$ cat src/rtl/wt_mult_pkg.sv
package wt_mult_pkg;

  // rows left after one 3:2 layer: two per full group, leftovers pass through
  function automatic int next_rows(input int r);
    return (r / 3) * 2 + (r % 3);
  endfunction

  function automatic int layer_count(input int r);
    int c;
    int k;
    c = 0;
    k = r;
    while (k > 2) begin
      k = next_rows(k);
      c++;
    end
    return c;
  endfunction

  function automatic int rows_at(input int r, input int l);
    int k;
    k = r;
    for (int i = 0; i < l; i++) k = next_rows(k);
    return k;
  endfunction

  // first index of layer l's rows in a flat bank holding every layer in turn
  function automatic int row_base(input int r, input int l);
    int s;
    s = 0;
    for (int i = 0; i < l; i++) s += rows_at(r, i);
    return s;
  endfunction

endpackage

$ cat src/rtl/wt_pp_gen.sv
module wt_pp_gen #(
  parameter int N = 8,
  parameter int W = 2 * N
) (
  input  logic [N-1:0]        a,
  input  logic [N-1:0]        b,
  output logic [N-1:0][W-1:0] rows
);
  for (genvar k = 0; k < N; k++) begin : g_row
    logic [W-1:0] gated;
    assign gated   = {{(W-N){1'b0}}, a & {N{b[k]}}};
    assign rows[k] = gated << k;
  end
endmodule

$ cat src/rtl/wt_csa.sv
module wt_csa #(
  parameter int W = 16
) (
  input  logic [W-1:0] x,
  input  logic [W-1:0] y,
  input  logic [W-1:0] z,
  output logic [W-1:0] sum,
  output logic [W-1:0] cry
);
  assign sum = x ^ y ^ z;
  // majority moved one place up; the top majority bit would exceed 2N bits
  assign cry = {(x[W-2:0] & y[W-2:0]) | (x[W-2:0] & z[W-2:0]) | (y[W-2:0] & z[W-2:0]), 1'b0};
endmodule

$ cat src/rtl/wt_csa_layer.sv
module wt_csa_layer #(
  parameter int W   = 16,
  parameter int RIN = 8,
  localparam int GRP  = RIN / 3,
  localparam int LEFT = RIN % 3,
  localparam int ROUT = 2 * GRP + LEFT
) (
  input  logic [RIN-1:0][W-1:0]  din,
  output logic [ROUT-1:0][W-1:0] dout
);
  for (genvar g = 0; g < GRP; g++) begin : g_grp
    wt_csa #(.W(W)) u_csa (
      .x  (din[3*g]),
      .y  (din[3*g+1]),
      .z  (din[3*g+2]),
      .sum(dout[2*g]),
      .cry(dout[2*g+1])
    );
  end
  for (genvar r = 0; r < LEFT; r++) begin : g_pass
    assign dout[2*GRP+r] = din[3*GRP+r];
  end
endmodule

$ cat src/rtl/wt_cpa.sv
module wt_cpa #(
  parameter int W = 16
) (
  input  logic [W-1:0] x,
  input  logic [W-1:0] y,
  output logic [W-1:0] s
);
  assign s = x + y;
endmodule

$ cat src/rtl/wt_mult.sv
module wt_mult
  import wt_mult_pkg::*;
#(
  parameter int N          = 8,
  parameter int STAGE_REGS = 1
) (
  input  logic           clk,
  input  logic           rst_n,
  input  logic           in_valid,
  output logic           in_ready,
  input  logic [N-1:0]   a,
  input  logic [N-1:0]   b,
  output logic           out_valid,
  input  logic           out_ready,
  output logic [2*N-1:0] product
);
  localparam int W       = 2 * N;
  localparam int NL      = layer_count(N);
  localparam int SRC_TOT = row_base(N, NL + 1);
  localparam int CMB_TOT = SRC_TOT - N;
  localparam bit PIPED   = (STAGE_REGS != 0);

  if (N < 3) begin : g_bad_n
    $error("wt_mult needs N >= 3");
  end

  // src: inputs of each layer, then the final two rows; cmb: layer outputs
  logic [SRC_TOT-1:0][W-1:0] src;
  logic [CMB_TOT-1:0][W-1:0] cmb;

  wt_pp_gen #(.N(N), .W(W)) u_pp (
    .a   (a),
    .b   (b),
    .rows(src[N-1:0])
  );

  for (genvar l = 0; l < NL; l++) begin : g_layer
    localparam int RIN  = rows_at(N, l);
    localparam int ROUT = rows_at(N, l + 1);
    localparam int IB   = row_base(N, l);
    localparam int OB   = row_base(N, l + 1);
    wt_csa_layer #(.W(W), .RIN(RIN)) u_layer (
      .din (src[IB +: RIN]),
      .dout(cmb[OB - N +: ROUT])
    );
  end

  wt_cpa #(.W(W)) u_cpa (
    .x(src[SRC_TOT-2]),
    .y(src[SRC_TOT-1]),
    .s(product)
  );

  if (PIPED) begin : g_pipe
    logic [CMB_TOT-1:0][W-1:0] stg;
    logic [NL:1]               vld;
    logic                      adv;

    assign adv       = out_ready | ~vld[NL];
    assign in_ready  = adv;
    assign out_valid = vld[NL];
    assign src[SRC_TOT-1:N] = stg;

    always_ff @(posedge clk) begin
      if (adv) stg <= cmb;
    end

    always_ff @(posedge clk) begin
      if (!rst_n) begin
        vld <= '0;
      end else if (adv) begin
        for (int i = 1; i <= NL; i++) vld[i] <= (i == 1) ? in_valid : vld[i-1];
      end
    end
  end else begin : g_comb
    assign src[SRC_TOT-1:N] = cmb;
    assign out_valid        = in_valid;
    assign in_ready         = out_ready;
  end

endmodule

$ cat config.mk
export PLATFORM = sky130hd
export DESIGN_NAME = wt_mult
export DESIGN_NICKNAME = d
export VERILOG_FILES = /design/src/rtl/wt_mult_pkg.sv /design/src/rtl/wt_pp_gen.sv /design/src/rtl/wt_csa.sv /design/src/rtl/wt_csa_layer.sv /design/src/rtl/wt_cpa.sv /design/src/rtl/wt_mult.sv
export SDC_FILE = /design/constraint.sdc
export NUM_CORES = 1
export LEC_CHECK = 0
export ABC_AREA = 1
export BUFFER_PORTS_ARGS = -buffer_cell sky130_fd_sc_hd__buf_2
export CORE_MARGIN = 2
export CORE_UTILIZATION = 34
export CTS_CLUSTER_SIZE = 14
export DETAILED_ROUTE_END_ITERATION = 10
export HOLD_SLACK_MARGIN = 0.03
export MAX_ROUTING_LAYER = met4
export SETUP_SLACK_MARGIN = 0.02
export SLEW_MARGIN = 20
export SYNTH_ARGS = -nofsm -noshare
export SYNTH_HDL_FRONTEND = slang
export SYNTH_SLANG_ARGS = --single-unit
$ cat constraint.sdc
create_clock -name clk -period 5.9 [get_ports clk]
set_input_delay 0 -clock clk [delete_from_list [all_inputs] [get_ports clk]]
set_output_delay 0 -clock clk [all_outputs]
set_load 0.03 [all_outputs]
# After elaboration in Yosys (flattened, before gate mapping)
# Index checks and enable logic that the tools add are counted.
# totals
elab_cells	69
in_bits	20
out_inout_bits	18
register_bits	221
# classes
addsub	1
bitwise	52
# op_table
cell	n
15-bit bitwise AND	10
15-bit OR	8
16-bit XOR	6
8-bit bitwise AND	8
16-bit adder	1
16-bit by 10-bit XOR with 16-bit output	1
16-bit by 13-bit XOR with 16-bit output	1
16-bit by 14-bit XOR with 16-bit output	1
16-bit by 15-bit XOR with 16-bit output	1
14-bit by 15-bit bitwise AND with 15-bit output	1
15-bit by 14-bit bitwise AND with 15-bit output	1
11-bit by 13-bit bitwise AND with 13-bit output	1
12-bit by 13-bit bitwise AND with 13-bit output	1
12-bit by 13-bit OR with 13-bit output	1
13-bit OR	1
11-bit by 12-bit bitwise AND with 12-bit output	1
11-bit by 12-bit XOR with 12-bit output	1
8-bit by 10-bit bitwise AND with 10-bit output	1
9-bit by 10-bit bitwise AND with 10-bit output	1
10-bit OR	1
9-bit by 10-bit OR with 10-bit output	1
8-bit by 9-bit bitwise AND with 9-bit output	1
8-bit by 9-bit XOR with 9-bit output	1
1-bit NOT	1
1-bit OR	1

# Depth between registers and ports, before layout
# Gate-level depths: netlist (run 1).
# depth
ltp_word	4
mapped_depth	10
mapped_depth_nobuf	10

# Modules after synthesis
# A second synthesis (run 1) with hierarchy kept.
# unflattened
hier_cells	853
hier_area_um2	11787.6
# by_module_without_submodules
mod	instances	cells_per_inst	area_per_inst_um2
wt_mult	1	264	7372.1
wt_csa	6	26	346.6
wt_pp_gen	1	209	1044.8
wt_cpa	1	176	930.9
wt_csa_layer (g_layer[0].u_layer)	1	32	240.2
wt_csa_layer (g_layer[2].u_layer)	1	16	120.1

# Least setup slack after synthesis (run 1)
# Ideal clock, no wire load.
# synth_timing
path_type	register to register
from	register g_pipe.vld[4] (netlist name)
to	register g_pipe.stg[0] (netlist name), enable pin
path_stages_with_launch	4
required_time_ns	5.386
t_arrival_ns	3.663
path_slack_ns	1.723
cell_sequence	dfxtp_1 -> inv_1 -> nor2_1 -> inv_1
# synth_via
elab_chain_cells	2
# synth_lines
item	line_no	rtl
from (decl)	wt_mult.sv:56	logic [NL:1] vld;
from (signal assigned)	wt_mult.sv:70	vld <= '0;
1-bit NOT	wt_mult.sv:59	assign adv = out_ready | ~vld[NL];
1-bit OR	wt_mult.sv:59	
named net in_ready	wt_mult.sv:10	output logic in_ready,
to (signal assigned)	wt_mult.sv:65	if (adv) stg <= cmb;
to (decl)	wt_mult.sv:55	logic [CMB_TOT-1:0][W-1:0] stg;
# The timed path passes the listed nets, and every way through them passes these cells.
# A chain may end at the register's enable or synchronous reset.

# Worst setup path in the final report (run 1)
# layout_timing
from	register g_pipe.vld[4] (netlist name)
to	output port in_ready
# layout_via
elab_chain_cells	2
# layout_lines
item	line_no
1-bit NOT	wt_mult.sv:59
1-bit OR	wt_mult.sv:59
to (decl)	wt_mult.sv:10
# Every way passes these cells.

==> results of run 1 <==
## path summary, 6_finish.rpt
check / to / slack, ns / depth (start not counted)
max: in_ready / 3.34 / 5
min reg2reg: g_pipe.stg[142]$_DFFE_PP_ / 0.42 / 0
min: g_pipe.stg[8]$_DFFE_PP_ / 0.12 / 4
max reg2reg: g_pipe.stg[155]$_DFFE_PP_ / 3.67 / 4
## what timing repair did
action	4_1_cts	5_1_grt
hold buffers	19	0
endpoints found under the hold margin	23	0
endpoints found under the setup margin	0	0
## final cells by class
class	instances	area [um2]	share of cell area, %
well taps	265	332	4.15
clock inverters	14	225	2.82
multi-input cells	214	1710	21.4
inverters	86	328	4.10
repair buffers	57	383	4.79
flip-flops and latches	154	4580	57.3
clock buffers	18	429	5.37
## power by group through the flow
stage / clock [mW] / sequential, mW / combinational (mW)
after floorplan: 0 / 1.56 / 0.567
after detailed placement: 0 / 1.58 / 0.763
final: 1.19 / 1.56 / 0.770
after global placement: 0 / 1.57 / 0.736
after global routing: 1.25 / 1.58 / 0.874
after CTS: 1.21 / 1.56 / 0.779
## critical path, stage by stage (launching register included)
cell	delay [ns]
dfxtp_1	0.31
inv_1	0.05
nor2_1	0.10
inv_6	0.61
buf_4	0.71
buf_2	0.32
## per-stage QoR
step | cell area, um2 | hold slack, ns | power [mW]
floorplan | 6720 | 0.118 | 2.13
global placement | 7150 | 0.238 | 2.31
finish | 7990 | 0.125 | 3.51
detailed placement | 7150 | 0.248 | 2.34
CTS | 7990 | 0.0958 | 3.55
global route | 7990 | 0.137 | 3.71
## synthesized netlist by cell type
cell / n
a21oi_1: 4
xor2_1: 3
nand2_1: 108
dfxtp_1: 4
buf_4: 5
clkbuf_1: 16
nand4_1: 2
nor2_1: 17
inv_1: 86
nand3_2: 1
ha_1: 25
o21a_1: 1
edfxtp_1: 150
xnor2_1: 1
o21ai_0: 3
fa_1: 39
nand3_1: 10
## registers in the layout, summed over array words and instances, names as in the netlist
| name | cells |
|---|---|
| g_pipe.stg | 150 |
| g_pipe.vld | 4 |
## kinds of logic after synthesis
group                    after synthesis  share of synthesized area, %
adder cells (fa/ha/maj)               64                          16.3
XOR/XNOR                               4                         0.522
buffers and inverters                107                          6.26
AO/OA/AOI/OAI                          8                         0.633
AND/OR/NAND/NOR                      138                          8.06
flip-flops                           154                          68.2
## routing by layer
layer | part of all wire [%] | global-route usage [%]
met5 | 0 | -
met3 | 3.1 | 3.08
met4 | 2.4 | 5.31
met2 | 52 | 18.7
met1 | 42 | 12.0
==> impl_metrics.toml, run 1 <==
[power_and_ir_drop]
ir_drop_mv = 0.204
intPower_mw = 2.51
powerDensity_nw_per_um2 = 439
combPwrFrac_pct = 21.9
p_clk_share_pct = 33.8
p_sw_mw = 0.998
swShare_pct = 28.4
seq_power_share_pct = 44.3
power_leakage_nw = 3.81

[layout]
final_common_cell = "edfxtp_1"
final_cell_mix = "edfxtp_1, nand2_1, inv_1"
drive_above_1_share_pct = 12.5
post-route-util_pct = 41.2
fillerInstances = 1765
fin_nets = 614
fin_cells = 808
antenna_cells = 0
area_growth_pct = 19.0

[timing]
max_slew_margin_pct = 45.2
grt_setup_unrepaired = "no"
tightestPinTransition_ns = 0.821
period_minus_slack_ns = 2.56
layout_setup_ws_ns = 3.34
drv_slew = 0
finalSetupTns_ns = 0
fin_skew_ns = 0.00608
hold_viol = 0
setup_viol = 0
timing.fmax_mhz = 391
fin_crit_sh_pct = 43.3

[yosys]
syn_inst = 475
yosys_warnings = 0
syn_area_per_cell_um2 = 14.1
ys_seq_area_share_pct = 68.2
syn_area_um2 = 6720
synth.distinct_cells = 17
synth.net_count = 559
synth_top_area_cell = "edfxtp_1"
synth-seq-cells = 154
synth_top_cell_area_share_pct = 67.1
yosys-top-cells-area = "edfxtp_1, fa_1, nand2_1, inv_1, ha_1"

[worst_setup_path]
required_ns = 5.90
crit_type = "reg2out"
startpoint_type = "register"
path_max_fanout = 94
cp-end-kind = "output port"
arrival_ns = 2.56
r2r-start = "g_pipe.vld[4]$_SDFFE_PN0P_"
setup.worst_path.start = "g_pipe.vld[4]$_SDFFE_PN0P_"

[detailed_routing]
drt-initial-drc-count = 291
ant_nets = 0
via_per_inst = 4.20
num_vias = 3395
wl_um = 10300
drcViolationCount = 0
dr.pass1.iters = 4
routedWlPerCell_um = 12.7

[placed_design]
portBuffers = 37
dp_worst_setup_slack_ns = 3.66
gp_congestion = 0.916
dpl.hpwl_um = 6860
dp.cells = 757

[global_route]
grt_usage_pct = 11.0
grt_max_degree = 95
grt_pass1_wl_um = 17000
antenna_found_initial = 0
overflow = 0
grt_pass1_vias = 3599

[status]
outcome = "completed"

[clock_tree]
clockRootBuffer = "clkbuf_16"
clockBufferDepth = 2
cts_tree = "yes"
cts-htree-levels = 4
postCtsSetupBuffers = 0
clk_pin_slew_ns = 0.06
cts_buffers = 17
clkLatencyLatePin_ns = 0.41
clock-sinks = 154
cts_resized = 0

[floorplan]
rows = 51
die_h_um = 145
die_w_um = 145
coreArea_um2 = 19400
io_pins = 38
start_util_pct = 34.6
dieArea_um2 = 20900

[worst_hold_path]
hold_path_class = "in2reg"
min_from = "b[1]"

[job]
cap_viol_max_count = 0
(Power assumes the default switching activity.)
==> run 2: changes to the inputs <==
Settings changed: ABC_AREA 1 to 0.
Clock period 5.9 ns to 2.2 ns, I/O delays scaled along.
==> run 2 against run 1 <==
  * Final cell count is 17% lower
  * Combinational power rose to 2.6 times the previous value
  * Wire length is 12% lower
  * Worst setup slack worse by 3.3 ns
  * Total power grew to 2.6 times the previous value
  * Critical path type unchanged
  * Clock-buffer cell count grew 3
  * Final area is 1.3% lower
  * Die area shrank 3.4%
  * Sequential power increased to 2.6 times the previous value
  * Clock power is 140% higher
==> impl_metrics.toml, run 2 <==
[layout]
design_area_um2 = 7890
fillerInstances = 1611
antenna_cells = 0
final_common_cell = "edfxtp_1"
drive_above_1_share_pct = 21.1
area_growth_pct = 21.6
largestRegisters = "g_pipe.stg: 150 flops, g_pipe.vld: 4 flops"
multi_input_area_um2 = 1900
top_register = "g_pipe.stg"
register_area_um2 = 4590
fin_cells = 669
final_cell_mix = "edfxtp_1, and2_1, fa_1"
fin_nets = 506
largest_reg_flops = 150

[detailed_routing]
ant_nets = 0
dr.pass1.iters = 4
num_vias = 2926
via_per_inst = 4.37
wl_um = 9030
drt-initial-drc-count = 155
drcViolationCount = 0
routedWlPerCell_um = 13.5

[yosys]
yosys-top-cells-area = "edfxtp_1, fa_1, and2_1, ha_1, dfxtp_1"
async_flop_share_pct = 0
syn_area_per_cell_um2 = 18.7
synth_top_cell_area_share_pct = 69.5
synth.distinct_cells = 28
yosysMostFrequentCell = "edfxtp_1"
yosys_warnings = 0
ys_seq_area_share_pct = 70.7
synth_edf_count = 150
syn_inst = 347
synth_top_area_cell = "edfxtp_1"
synth-seq-cells = 154
yosys_most_used_dff = "edfxtp_1"
syn_area_um2 = 6480
synth.net_count = 431
netlist_top_cells_count = "edfxtp_1, and2_1, fa_1, ha_1, inv_1"

[placed_design]
portBuffers = 37
dp_worst_setup_slack_ns = 0.155
dp.cells = 616
gp_congestion = 0.748
dpl.hpwl_um = 6240
placed_area_um2 = 7000

[clock_tree]
clock-sinks = 154
cts_buffers = 17
clk_pin_slew_ns = 0.06
cts_tree = "yes"
cts-htree-levels = 4
clockRootBuffer = "clkbuf_16"
clockBufferDepth = 2
clkLatencyLatePin_ns = 0.41

[timing]
setup_viol = 0
tightestPinTransition_ns = 0.291
layout_setup_ws_ns = 0.0133
max_slew_margin_pct = 80.5
whs_ns = 0.0968
hold_viol = 0
timing.fmax_mhz = 457
fin_skew_ns = 0.00893
fin_crit_sh_pct = 99.4
period_minus_slack_ns = 2.19
drv_slew = 0
grt_setup_unrepaired = "yes"

[global_route]
grt_max_degree = 54
antenna_found_initial = 0
overflow = 0
grt_pass1_vias = 3211
grt_pass1_wl_um = 15600
grt_usage_pct = 10.4

[power_and_ir_drop]
ir_drop_mv = 0.560
total_power_mw = 9.03
powerDensity_nw_per_um2 = 1150
power_leakage_nw = 3.21

[floorplan]
io_pins = 38
start_util_pct = 34.7
dieArea_um2 = 20200
die_w_um = 142
coreArea_um2 = 18700
rows = 50
die_h_um = 142

[worst_setup_path]
required_ns = 2.20
startpoint_type = "register"
cp-end-kind = "output port"
path_max_fanout = 2
crit_type = "reg2out"
arrival_ns = 2.19

[status]
outcome = "completed"

[job]
cap_viol_max_count = 0

[worst_hold_path]
hold_path_class = "in2reg"
==> run 2: final cells by class <==
cell class                 count  share of cell area, %
tap                          234                   3.71
sequential                   154                   58.2
multi-input combinational    179                   24.1
inverter                       8                  0.428
clock inverter                11                   1.82
clock buffer                  21                   5.84
timing repair buffer          62                   5.96
==> run 2: logic make-up after synthesis <==
| logic type | after synthesis | share of synthesized area [%] |
|---|---|---|
| AO/OA/AOI/OAI | 16 | 1.68 |
| XOR/XNOR | 9 | 1.22 |
| adder cells (fa/ha/maj) | 64 | 16.9 |
| buffers and inverters | 14 | 1.10 |
| flip-flops | 154 | 70.7 |
| multiplexers | 3 | 0.463 |
| AND/OR/NAND/NOR | 87 | 7.99 |
==> run 2: report_power, final <==
part | total [mW] | leakage [nW] | internal (mW) | switching [mW]
sequential | 4.10 | 1.73 | 3.87 | 0.227
combinational | 2.03 | 1.19 | 0.807 | 1.23
clock | 2.90 | 0.285 | 1.84 | 1.06
==> run 2: final timing paths <==
kind	start	cells after the start	end	slack, ns
min reg2reg	g_pipe.stg[152]$_DFFE_PP_	0	g_pipe.stg[200]$_DFFE_PP_	0.42
max	g_pipe.stg[229]$_DFFE_PP_	9	product[15]	0.01
max reg2reg	g_pipe.vld[4]$_SDFFE_PN0P_	4	g_pipe.stg[161]$_DFFE_PP_	0.70
min	out_ready	5	g_pipe.vld[2]$_SDFFE_PN0P_	0.1
==> run 2: metrics by stage <==
stage	utilization, %	setup TNS (ns)
floorplan	-	-186.01
global placement	37.4	0
detailed placement	37.4	0
CTS	41.9	-0.0540
global route	42.2	-0.274
finish	42.2	0
==> run 2: per-layer routing <==
layer  GRT usage [%]  share of wire (%)  vias to the layer above
met5               -                  0                        -
met4            4.95                2.1                        0
met3            3.10                3.7                       15
met2            16.2                 49                       48
met1            12.3                 45                     1462
li1                -                  -                     1401
==> run 2: timing repair <==
action,CTS,global route
hold endpoints to repair,24,0
setup buffers,2,0
hold buffers,19,0
gates resized for setup,11,11
pin swaps,10,5
cloned,0,0
setup endpoints to repair,5,6
==> run 2: critical path, stage by stage, from the launching register on <==
cell and delay (ns):
edfxtp_1 0.34, ha_2 0.19, inv_2 0.04, fa_2 0.34, nand2b_4 0.16, a21oi_4 0.15
nor2_1 0.08, a21oi_2 0.14, xor2_1 0.15, buf_4 0.18
==> run 3: changes to the inputs <==
Settings changed: SYNTH_HIERARCHICAL set to 1.
==> run 3 against run 2 <==
  * The run now ends with setup timing left
  * Critical path depth stayed put
  * First-iteration DRC count is 61% higher
  * Die area up 73%
  * Global-route usage fell by 0.73 points
  * Combinational power grew to 3.0 times the previous value
  * Area after synthesis increased by 75%
  * Via count up 59%
  * Largest cell class unchanged
==> impl_metrics.toml, run 3 <==
[yosys]
synth_edf_count = 240
syn_area_per_cell_um2 = 17.7
synth_top_area_cell = "edfxtp_1"
syn_area_um2 = 11400
async_flop_share_pct = 0
netlist_top_cells_count = "edfxtp_1, buf_4, fa_1, and2_1, a21oi_1"
synth.distinct_cells = 39
yosysMostFrequentCell = "edfxtp_1"
yosys-top-cells-area = "edfxtp_1, fa_1, buf_4, and2_1, ha_1"
ys_seq_area_share_pct = 64.1
synth-seq-cells = 244
yosys_warnings = 6
synth_top_cell_area_share_pct = 63.4
yosys_most_used_dff = "edfxtp_1"
syn_inst = 641

[worst_setup_path]
crit_family = "compound AO/OA/AOI/OAI gates"
cp-end-kind = "output port"
path_buf_inv = 2
path_common_cell = "buf_4"
required_ns = 2.20
cpMaxStageDelayCell = "edfxtp_1"
startpoint_type = "register"
path_max_fanout = 3
arrival_ns = 2.77
crit_type = "reg2out"
path_cells = "ha_2 -> fa_2 -> a21o_4 -> a311oi_4 -> buf_4 -> nor2_2 -> a211oi_2 -> xnor2_1 -> buf_4"
cpPeakStageDelay_ns = 0.37

[timing]
drv_slew = 0
fin_crit_sh_pct = 126
setup_viol = 11
whs_ns = 0.0609
fin_skew_ns = 0.0178
tightestPinTransition_ns = 0.529
max_slew_margin_pct = 64.7
timing.fmax_mhz = 362
layout_setup_ws_ns = -0.566
hold_viol = 0
period_minus_slack_ns = 2.77
grt_setup_unrepaired = "yes"
finalSetupTns_ns = -3.40

[power_and_ir_drop]
powerDensity_nw_per_um2 = 1340
ir_drop_mv = 1.31
total_power_mw = 17.3
seq_power_share_pct = 40.8
p_clk_share_pct = 23.7
swShare_pct = 32.6
intPower_mw = 11.6
combPwrFrac_pct = 35.5
power_leakage_nw = 5.07
p_sw_mw = 5.63

[layout]
register_area_um2 = 7290
final_common_cell = "edfxtp_1"
top_register = "g_pipe.stg"
antenna_cells = 0
multi_input_area_um2 = 3630
fin_nets = 814
final_cell_mix = "edfxtp_1, fa_1, conb_1"
area_growth_pct = 13.6
largestRegisters = "g_pipe.stg: 240 flops, g_pipe.vld: 4 flops"
fillerInstances = 3007
largest_reg_flops = 240
drive_above_1_share_pct = 19.2
fin_cells = 1149

[clock_tree]
cts-htree-levels = 1
cts_tree = "yes"
clockBufferDepth = 3
clkLatencyLatePin_ns = 0.52
clockRootBuffer = "clkbuf_16"
clock-sinks = 244
clk_pin_slew_ns = 0.06
cts_buffers = 26

[detailed_routing]
dr.pass1.iters = 4
wl_um = 15800
drcViolationCount = 0
via_per_inst = 4.05
routedWlPerCell_um = 13.7
num_vias = 4654
drt-initial-drc-count = 250
ant_nets = 0

[global_route]
antenna_found_initial = 0
grt_pass1_wl_um = 26200
grt_pass1_vias = 5044
grt_max_degree = 54
overflow = 0
grt_usage_pct = 9.63

[status]
violations = "setup timing"
outcome = "finished with violations"

[floorplan]
io_pins = 38
die_h_um = 187
dieArea_um2 = 34900
coreArea_um2 = 32700
die_w_um = 187
start_util_pct = 34.8
rows = 66

[placed_design]
dpl.hpwl_um = 10600
dp_worst_setup_slack_ns = -0.208
gp_congestion = 0.705
dp.cells = 1079
portBuffers = 37

[job]
cap_viol_max_count = 0

[worst_hold_path]
hold_path_class = "in2reg"
run 3: cell families (layout without fill, tap and decap cells):
| kind of cell | Yosys count | after routing | synth area share (%) |
|---|---|---|---|
| adders and majority gates | 106 | 106 | 17.7 |
| AOI/OAI and AO/OA | 41 | 41 | 2.44 |
| xor gates and xnor gates | 21 | 21 | 2.41 |
| muxes | 4 | 4 | 0.352 |
| and+or+nand+nor | 93 | 93 | 4.72 |
| buffers and inverters | 125 | 128 | 8.09 |
| other | 7 | 70 | 0.231 |
| DFF | 244 | 244 | 64.1 |
run 3: metrics by stage:
stage,instance area (um2),utilization [%]
2_1_floorplan,11600,-
3_3_place_gp,11600,35.6
3_5_place_dp,11600,35.6
4_1_cts,12900,39.3
5_1_grt,12900,39.5
6_report,12900,39.5
run 3: path summary, 6_finish.rpt:
path                                                   end  cells after the start                  startpoint  slack, ns
worst max-delay path                           product[14]                      9   g_pipe.stg[224]$_DFFE_PP_      -0.57
worst min-delay path               g_pipe.stg[5]$_DFFE_PP_                      3                        b[0]       0.06
worst max register to register  g_pipe.vld[1]$_SDFFE_PN0P_                      3  g_pipe.vld[4]$_SDFFE_PN0P_       0.62
worst min register to register   g_pipe.stg[198]$_DFFE_PP_                      0   g_pipe.stg[150]$_DFFE_PP_       0.42
run 3: worst min-delay path, delay by kind of cell:
| kind | cells | cell delay [ns] |
|---|---|---|
| buf+inv | 1 | 0.17 |
| simple gates | 1 | 0.16 |
| fa+ha+maj | 1 | 0.15 |
run 3: layout make-up:
cell class | count | share of cell area (%)
multi-input combinational | 335 | 28.1
sequential | 244 | 56.4
tap | 442 | 4.28
inverter | 5 | 0.145
clock buffer | 36 | 5.48
timing repair buffer | 76 | 4.75
clock inverter | 11 | 0.823
run 3: what timing repair did:
action                                  in CTS  in global routing
hold buffers                                16                  0
endpoints found under the setup margin      11                 13
pin swaps                                   20                  7
buffers inserted                             4                  3
resized for setup                           48                  8
hold endpoints to repair                    20                  0
run 3: per-layer routing:
layer / up-vias / GRT usage, % / wire, um
met1: 2357 / 13.5 / 7820
met5: - / - / 0
li1: 2178 / - / -
met3: 25 / 1.84 / 704
met4: 0 / 3.14 / 308
met2: 94 / 14.2 / 6930
run 3: power by group through the flow:
stage / Combinational (mW) / Clock (mW) / Sequential (mW)
floorplan: 3.70 / 0 / 6.94
global placement: 4.92 / 0 / 7.04
detailed placement: 4.96 / 0 / 7.08
CTS: 5.89 / 4.23 / 7.07
global route: 6.71 / 4.41 / 7.17
finish: 6.14 / 4.09 / 7.04
